===== src/rtl/pgw_pkg.sv =====
package pgw_pkg;
  localparam int ADDR_W_DEF = 8;
  localparam int PAGE_W_DEF = 4;
  localparam int DATA_W_DEF = 8;

  typedef enum logic {
    SEQ_IDLE = 1'b0,
    SEQ_RUN  = 1'b1
  } seq_state_t;
endpackage


===== src/rtl/pgw_pointer.sv =====
module pgw_pointer #(
  parameter int ADDR_W = 8,
  parameter int PAGE_W = 4
) (
  input  logic              clk,
  input  logic              rst,
  input  logic              load_en,
  input  logic [ADDR_W-1:0] load_val,
  input  logic              wr_step,
  input  logic              rd_step,
  output logic [ADDR_W-1:0] ptr
);
  localparam int HI_W = ADDR_W - PAGE_W;

  logic [HI_W-1:0]   hi_q;
  logic [PAGE_W-1:0] lo_q;

  // low nibble steps alone on writes, whole pointer carries on reads
  always_ff @(posedge clk) begin
    if (rst) begin
      hi_q <= '0;
      lo_q <= '0;
    end else if (load_en) begin
      {hi_q, lo_q} <= load_val;
    end else if (wr_step) begin
      lo_q <= lo_q + PAGE_W'(1);
    end else if (rd_step) begin
      {hi_q, lo_q} <= {hi_q, lo_q} + ADDR_W'(1);
    end
  end

  assign ptr = {hi_q, lo_q};
endmodule


===== src/rtl/pgw_page_buf.sv =====
module pgw_page_buf #(
  parameter int PAGE_W = 4,
  parameter int DATA_W = 8
) (
  input  logic                  clk,
  input  logic                  rst,
  input  logic                  wr_en,
  input  logic [PAGE_W-1:0]     wr_off,
  input  logic [DATA_W-1:0]     wr_data,
  input  logic                  clr_all,
  input  logic [PAGE_W-1:0]     rd_off,
  output logic [DATA_W-1:0]     rd_data,
  output logic                  rd_valid,
  output logic                  any_valid
);
  localparam int SLOTS = 1 << PAGE_W;

  logic [DATA_W-1:0] slot_q [SLOTS];
  logic [SLOTS-1:0]  vld_q;

  for (genvar i = 0; i < SLOTS; i++) begin : g_slot
    logic hit;
    assign hit = wr_en && (wr_off == PAGE_W'(i));

    always_ff @(posedge clk) begin
      if (hit) slot_q[i] <= wr_data;
    end

    always_ff @(posedge clk) begin
      if (rst || clr_all) vld_q[i] <= 1'b0;
      else if (hit)       vld_q[i] <= 1'b1;
    end
  end

  assign rd_data   = slot_q[rd_off];
  assign rd_valid  = vld_q[rd_off];
  assign any_valid = |vld_q;
endmodule


===== src/rtl/pgw_commit_seq.sv =====
module pgw_commit_seq
  import pgw_pkg::*;
#(
  parameter int PAGE_W = 4,
  parameter int HI_W   = 4
) (
  input  logic              clk,
  input  logic              rst,
  input  logic              start,
  input  logic [HI_W-1:0]   page_in,
  input  logic              slot_valid,
  output logic              busy,
  output logic [PAGE_W-1:0] off,
  output logic [HI_W-1:0]   page,
  output logic              mem_we,
  output logic              clr_all
);
  localparam logic [PAGE_W-1:0] LAST = '1;

  seq_state_t        state_q;
  logic [PAGE_W-1:0] off_q;
  logic [HI_W-1:0]   page_q;

  always_ff @(posedge clk) begin
    if (rst) begin
      state_q <= SEQ_IDLE;
      off_q   <= '0;
      page_q  <= '0;
    end else begin
      case (state_q)
        SEQ_IDLE: begin
          if (start) begin
            state_q <= SEQ_RUN;
            off_q   <= '0;
            page_q  <= page_in;
          end
        end
        default: begin
          off_q <= off_q + PAGE_W'(1);
          if (off_q == LAST) state_q <= SEQ_IDLE;
        end
      endcase
    end
  end

  assign busy    = (state_q == SEQ_RUN);
  assign off     = off_q;
  assign page    = page_q;
  assign mem_we  = busy && slot_valid;
  assign clr_all = busy && (off_q == LAST);
endmodule


===== src/rtl/pgw_array.sv =====
module pgw_array #(
  parameter int ADDR_W = 8,
  parameter int DATA_W = 8
) (
  input  logic              clk,
  input  logic              we,
  input  logic [ADDR_W-1:0] waddr,
  input  logic [DATA_W-1:0] wdata,
  input  logic [ADDR_W-1:0] raddr,
  output logic [DATA_W-1:0] rdata
);
  localparam int DEPTH = 1 << ADDR_W;

  logic [DATA_W-1:0] mem [DEPTH];
  logic [DATA_W-1:0] rdata_q;

  always_ff @(posedge clk) begin
    if (we) mem[waddr] <= wdata;
    rdata_q <= mem[raddr];
  end

  assign rdata = rdata_q;
endmodule


===== src/rtl/pgw_addr_unit.sv =====
module pgw_addr_unit
  import pgw_pkg::*;
#(
  parameter int ADDR_W = ADDR_W_DEF,
  parameter int PAGE_W = PAGE_W_DEF,
  parameter int DATA_W = DATA_W_DEF
) (
  input  logic              clk,
  input  logic              rst,
  input  logic              addr_load,
  input  logic [ADDR_W-1:0] addr_in,
  input  logic              wr_byte_stb,
  input  logic [DATA_W-1:0] wr_byte,
  input  logic              rd_byte_stb,
  input  logic              commit_req,
  output logic [ADDR_W-1:0] ptr,
  output logic [DATA_W-1:0] rd_data,
  output logic              busy
);
  localparam int HI_W = ADDR_W - PAGE_W;

  logic              idle;
  logic              load_go, wr_go, rd_go, start_go;
  logic              any_valid, slot_valid, clr_seq, mem_we;
  logic [PAGE_W-1:0] seq_off;
  logic [HI_W-1:0]   seq_page;
  logic [DATA_W-1:0] slot_data;

  assign idle     = !busy;
  assign load_go  = idle && addr_load;
  assign wr_go    = idle && wr_byte_stb && !addr_load;
  assign rd_go    = idle && rd_byte_stb && !addr_load && !wr_byte_stb;
  assign start_go = idle && commit_req && any_valid;

  pgw_pointer #(.ADDR_W(ADDR_W), .PAGE_W(PAGE_W)) u_ptr (
    .clk      (clk),
    .rst      (rst),
    .load_en  (load_go),
    .load_val (addr_in),
    .wr_step  (wr_go),
    .rd_step  (rd_go),
    .ptr      (ptr)
  );

  pgw_page_buf #(.PAGE_W(PAGE_W), .DATA_W(DATA_W)) u_buf (
    .clk       (clk),
    .rst       (rst),
    .wr_en     (wr_go),
    .wr_off    (ptr[PAGE_W-1:0]),
    .wr_data   (wr_byte),
    .clr_all   (clr_seq || load_go),
    .rd_off    (seq_off),
    .rd_data   (slot_data),
    .rd_valid  (slot_valid),
    .any_valid (any_valid)
  );

  pgw_commit_seq #(.PAGE_W(PAGE_W), .HI_W(HI_W)) u_seq (
    .clk        (clk),
    .rst        (rst),
    .start      (start_go),
    .page_in    (ptr[ADDR_W-1:PAGE_W]),
    .slot_valid (slot_valid),
    .busy       (busy),
    .off        (seq_off),
    .page       (seq_page),
    .mem_we     (mem_we),
    .clr_all    (clr_seq)
  );

  pgw_array #(.ADDR_W(ADDR_W), .DATA_W(DATA_W)) u_mem (
    .clk   (clk),
    .we    (mem_we),
    .waddr ({seq_page, seq_off}),
    .wdata (slot_data),
    .raddr (ptr),
    .rdata (rd_data)
  );
endmodule


===== config.mk =====
export PLATFORM = sky130hd
export DESIGN_NAME = pgw_addr_unit
export DESIGN_NICKNAME = d
export VERILOG_FILES = /design/src/rtl/pgw_pkg.sv /design/src/rtl/pgw_pointer.sv /design/src/rtl/pgw_page_buf.sv /design/src/rtl/pgw_commit_seq.sv /design/src/rtl/pgw_array.sv /design/src/rtl/pgw_addr_unit.sv
export SDC_FILE = /design/constraint.sdc
export NUM_CORES = 2
export LEC_CHECK = 0
export ABC_CLOCK_PERIOD_IN_PS = 5200
export BUFFER_PORTS_ARGS = -buffer_cell sky130_fd_sc_hd__buf_2
export CAP_MARGIN = 10
export CORE_MARGIN = 2
export CORE_UTILIZATION = 35
export DETAILED_ROUTE_END_ITERATION = 10
export GPL_TIMING_DRIVEN = 1
export SETUP_SLACK_MARGIN = 0.1
export SYNTH_ARGS = -nofsm -noshare
export SYNTH_HDL_FRONTEND = slang
export SYNTH_SLANG_ARGS = --single-unit

===== constraint.sdc =====
create_clock -name clk -period 5.2 [get_ports clk]
set_input_delay 1.04 -clock clk [delete_from_list [all_inputs] [get_ports clk]]
set_output_delay 1.04 -clock clk [all_outputs]
set_load 0.05 [all_outputs]

; Yosys cells after proc, flatten, opt, wreduce, memory -nomap -nowiden
; Memories as Yosys holds them, arrays and structs flattened. A register that Yosys moved wholly into a read port is not among the register bits.
; Cells that the tools add are included.
[totals]
out_inout_bits = 17
wordCells = 192
in_bits = 22
reg_bits = 33
mem_count = 2
ramBits = 2176
[classes]
n_mux = 94
n_lt_le_gt_ge = 1
reduce_logical = 53
n_eq_ne = 17
bitwise_logic = 1
add_sub_neg = 3
[mem_list]
columns = memory, words, width, read_ports, rd_ports_with_merged_regs, wr, line
row1 = u_mem.mem, 256, 8, 1, 1, 1, pgw_array.sv:14  ; logic [DATA_W-1:0] mem [DEPTH];
row2 = u_buf.slot_q, 16, 8, 1, 1, 1, pgw_page_buf.sv:18  ; logic [DATA_W-1:0] slot_q [SLOTS];
[ops]
columns = cell, n
row1 = 2-to-1 mux 8 bit, 15
row2 = OR reduction 8 bit, 15
row3 = 2-to-1 mux 4 bit, 25
row4 = 2-to-1 mux 1 bit, 53
row5 = == test 4 bit (second input constant), 9
row6 = logical AND 1 bit, 26
row7 = == test 4 x 3 -> 1 bit (second input constant), 4
row8 = OR reduction 16 bit, 1
row9 = adder 4 x 1 -> 4 bit (second input constant), 2
row10 = adder 8 x 1 -> 8 bit (second input constant), 1
row11 = == test 4 x 2 -> 1 bit (second input constant), 2
row12 = less-than comparator 4 x 5 -> 1 bit (second input constant), 1
row13 = binary-select mux 1 bit (select 4 bit), 1
row14 = == test 4 x 1 -> 1 bit (second input constant), 1
row15 = logical NOT 4 bit, 1
row16 = AND reduction 2 bit, 2
row17 = nonzero test 2 bit, 2
row18 = logical NOT 1 bit, 3
row19 = nonzero test 3 bit, 1
row20 = logical OR 1 bit, 2
row21 = inequality test 2 bit (second input constant), 1
row22 = inverter 1 bit, 1

; Longest topological paths before layout
[logic_depth]
depth_word = 22
depth_mapped = 13
depth_no_buf = 7

; By module
; From an unflattened synthesis, not the netlist that was laid out.
[hier_totals]
hier_cells = 4100
area_unflattened_um2 = 86010.0
[by_module_without_submodules]
columns = module, area_per_inst_um2, cells_each, instances, seq_area_each_um2
row1 = pgw_array, 79556.3, 3733, 1, 61659.1
row2 = pgw_page_buf, 5594.1, 268, 1, 4164.0
row3 = pgw_pointer, 439.2, 53, 1, 160.2
row4 = pgw_commit_seq, 384.1, 40, 1, 180.2
row5 = pgw_addr_unit, 36.3, 6, 1, 0.0

; Worst setup path after synthesis
; No wires, ideal clock.
[synth_path]
path_kind = flip-flop to flip-flop
from = register (tool-made name)
to = memory u_mem.mem[0][1], data pin
setup_ns = 0.552
path_slack_ns = 1.386
required_ns = 4.648
path_buffers = 2
arrival_ns = 3.262
stages_incl_launch_ff = 5
period_less_slack_ns = 3.814
cell_sequence = dfxtp_1 > clkbuf_1 > buf_1 > mux4_2 > mux4_2
[synth_lines]
columns = item, line
row1 = "end, declared", pgw_array.sv:14

==> metrics.md <==
| Metric | Value |
|---|---|
| Combinational group share of total power | `around 8.5%` |
| Diodes inserted | `0` |
| Clock transition time at the flip-flop clock pins of the worst setup and hold paths | `0.06 ns` |
| Crit Path Category | `reg -> reg` |
| Async SR Flop Fraction | `0%` |
| Tmin final | `just over 4 ns` |
| Via count | `44800` |
| Seq pwr share | `slightly above 50%` |
| CP max FO | `39` |
| Post-synthesis cell count | `4234` |
| GRT Total Usage | `between 10% and 20%` |
| Net load switching power | `0.00923 W` |
| Status | `complete, no violations` |
| Area delta synth->final | `13.8%` |
| Largest net degree at the start of global routing | `approximately 190` |
| Nets | `between 4000 and 5000` |
| Worst endpoint required time | `a little under 6 ns` |
| Post-synth net total | `between 4000 and 5000` |
| Mapped Avg Cell Area | `slightly above 20 um^2` |
| Synth cell count leaders | `edfxtp_1, mux4_2, nor2_1` |
| Startpoint Class | `flip-flop` |
| Core area | `246000 um^2` |
| Top_reg_cell synth | `edfxtp_1` |
| Sinks on Clock Net | `2221` |
| Share of cells above drive strength 1 | `between 20% and 30%` |
| Yosys reg bits | `between 2000 and 2500` |
| Die width | `approximately 500 um` |
| Port Buffers | `38` |
| TritonCTS clock tree | `built` |
| CTS Buffer Depth | `3` |
| Drt first-iter violations | `approximately 6000` |
| Power per cell area | `roughly 400 nW/um^2` |
| Remaining DRCs | `0` |
| Initial antenna violation count | `6` |
| Leakage power | `about 30 nW` |
| CTS resizes | `0` |
| First-pass GRT wire length | `approximately 340000 um` |
| Antenna viol nets, final | `0` |
| GR Overflow Total | `0` |
| Unrepaired setup endpoints after global routing | `false` |
| Final Max Tran Viols | `0` |
| Crit path DAT | `roughly 4.8 ns` |
| Seq/Total Area, Yosys | `between 70% and 80%` |
| Final WL | `about 240000 um` |
| # rows | `182` |
| DPL Wire Length | `roughly 150000 um` |
| Routability Congestion | `~0.87` |
| Master cell of the clock root buffer | `clkbuf_16` |
| Most frequent cell after synthesis | `edfxtp_1` |
| Setup TNS Final | `0 ns` |
| Via/cell ratio | `between 5 and 6` |
| Area contributors post-synth | `edfxtp_1, mux4_2, mux2i_1, nor2_1, dfxtp_1` |
| Yosys cell types | `62` |
| Io pins | `39` |
| DIE AREA | `about 250000 um^2` |
| Synth top area share | `about 76%` |
| Synthesized cell area | `86500 um^2` |
| Die height | `501 um` |
| Final Total Pwr | `just under 0.04 W` |
| Final setup vio count | `0` |
| Worst-Skew Late Latency | `around 0.86 ns` |
| Period utilization | `78.0%` |
| Worst r2r path cells | `6` |
| Sw Share | `a little under a quarter` |
| Int Pwr | `~0.030 W` |
| Cell taking the most area after synthesis | `edfxtp_1` |
| Least-Margin Pin Slew | `between 1 and 1.5 ns` |
| HP Class | `in -> reg` |
| Max frequency | `~250 MHz` |
| Hold buffers post-CTS | `0` |
| Post-CTS setup buffers | `0` |
| Worst setup EP type | `flip-flop` |
| Wirelength per Cell | `approximately 31 um` |
| Max-Cap Viols | `0` |
| Final Hold Viols | `0` |
| Worst vdd ir | `about 0.32 mV` |
| Drt first pass iters | `6` |
| Hold-critical path depth | `3` |
| Skew final | `0.0678 ns` |
| Post-synth EDFFs | `2176` |
| Yosys Warn Count | `0` |
| H-Tree Depth | `4` |
| Slew margin rel. | `6.88%` |
| Vias in the first global route | `44500` |
| Initial core utilization | `35.2%` |
| CTS buffer count | `roughly 220` |
| Clk network pwr share | `40.5%` |
==> power groups by stage <==
stage               combinational [W]  sequential [W]  clock [W]
global route                  0.00348          0.0200     0.0168
detailed placement            0.00334          0.0204          0
global placement              0.00332          0.0204          0
floorplan                     0.00201          0.0203          0
CTS                           0.00334          0.0200     0.0161
finish                        0.00335          0.0200     0.0159
==> per-stage QoR <==
stage                     util, %  hold WS [ns]  setup slack, ns  instance area, um^2  cells
after floorplan                 -         0.458             1.39                86500   4234
after global placement       37.1         0.487            0.200                91200   7460
after detailed placement     37.1         0.484             1.17                91300   7463
after CTS                    40.0         0.394             1.15                98400   7869
after global routing         40.0         0.431            0.887                98500   7872
final                        40.0         0.459             1.14                98500   7872
==> logic make-up (layout without fill, tap and decap cells) <==
kind of cell	after synthesis	in the layout	synth area share, %
adder cells (fa/ha/maj)	8	8	0.116
flip-flops	2221	2221	76.6
multiplexers	713	713	15.2
buffers and inverters	257	675	1.84
AND/OR/NAND/NOR	647	647	3.09
AO/OA/AOI/OAI	388	388	3.14
==> metal layers <==
metal	track usage [%]	routed length (um)	up-vias
li1	-	-	18000
met5	0	34	-
met3	3.67	21400	408
met1	26.7	99500	24100
met2	29.5	112000	2307
met4	6.95	9220	4
==> worst paths after layout <==
path | startpoint | to | slack, ns
setup / recovery | u_ptr.lo_q[0]$_SDFFE_PP0P_ | u_mem.rdata[3]$_DFF_P_ | 1.14
hold / removal | addr_in[0] | u_ptr.lo_q[0]$_SDFFE_PP0P_ | 0.46
setup reg to reg | u_ptr.lo_q[0]$_SDFFE_PP0P_ | u_mem.rdata[3]$_DFF_P_ | 1.14
hold reg to reg | u_buf.vld_q[3]$_SDFFE_PP0P_ | u_buf.vld_q[3]$_SDFFE_PP0P_ | 0.51
==> layout by cell type, fill, tap and decap left out, types with 23 or more instances in the layout <==
cell type,netlist,final
nand2_1,180,177
dfxtp_1,45,38
edfxtp_1,2176,2176
a221oi_1,23,23
clkinv_1,3,55
a211oi_1,40,40
a22oi_1,26,26
a21oi_1,50,50
clkbuf_16,0,222
mux4_2,475,467
mux2i_1,226,226
nand3_1,39,35
o21ai_0,60,59
buf_12,2,24
buf_2,79,39
clkbuf_1,69,38
buf_4,39,194
o22ai_1,50,50
clkinv_2,0,41
nor2_1,346,342
==> state kept, by name, summed over array words and instances (netlist names), named ones only <==
register	count
u_buf.vld_q	16
u_ptr.lo_q	4
u_seq.page	4
u_mem.mem	2048
u_mem.rdata	8
u_seq.busy	1
u_ptr.hi_q	4
u_seq.off	4
u_buf.slot_q	128
==> critical path: stages (launching register included) <==
cell,delay (ns)
dfxtp_4,0.93
buf_12,0.38
buf_4,0.35
mux4_2,0.57
mux4_2,0.54
a211oi_1,0.83
o32ai_1,0.18
==> area by class of cell <==
cell class | count | area (um^2)
clock inverter | 141 | 1410
clock buffer | 265 | 5770
timing repair buffer | 261 | 2190
tap | 3220 | 4030
fill | 21700 | 147000
sequential | 2221 | 66300
inverter | 8 | 35.0
multi-input combinational | 1756 | 18800
Note: power is estimated with default switching activity, not from simulation.
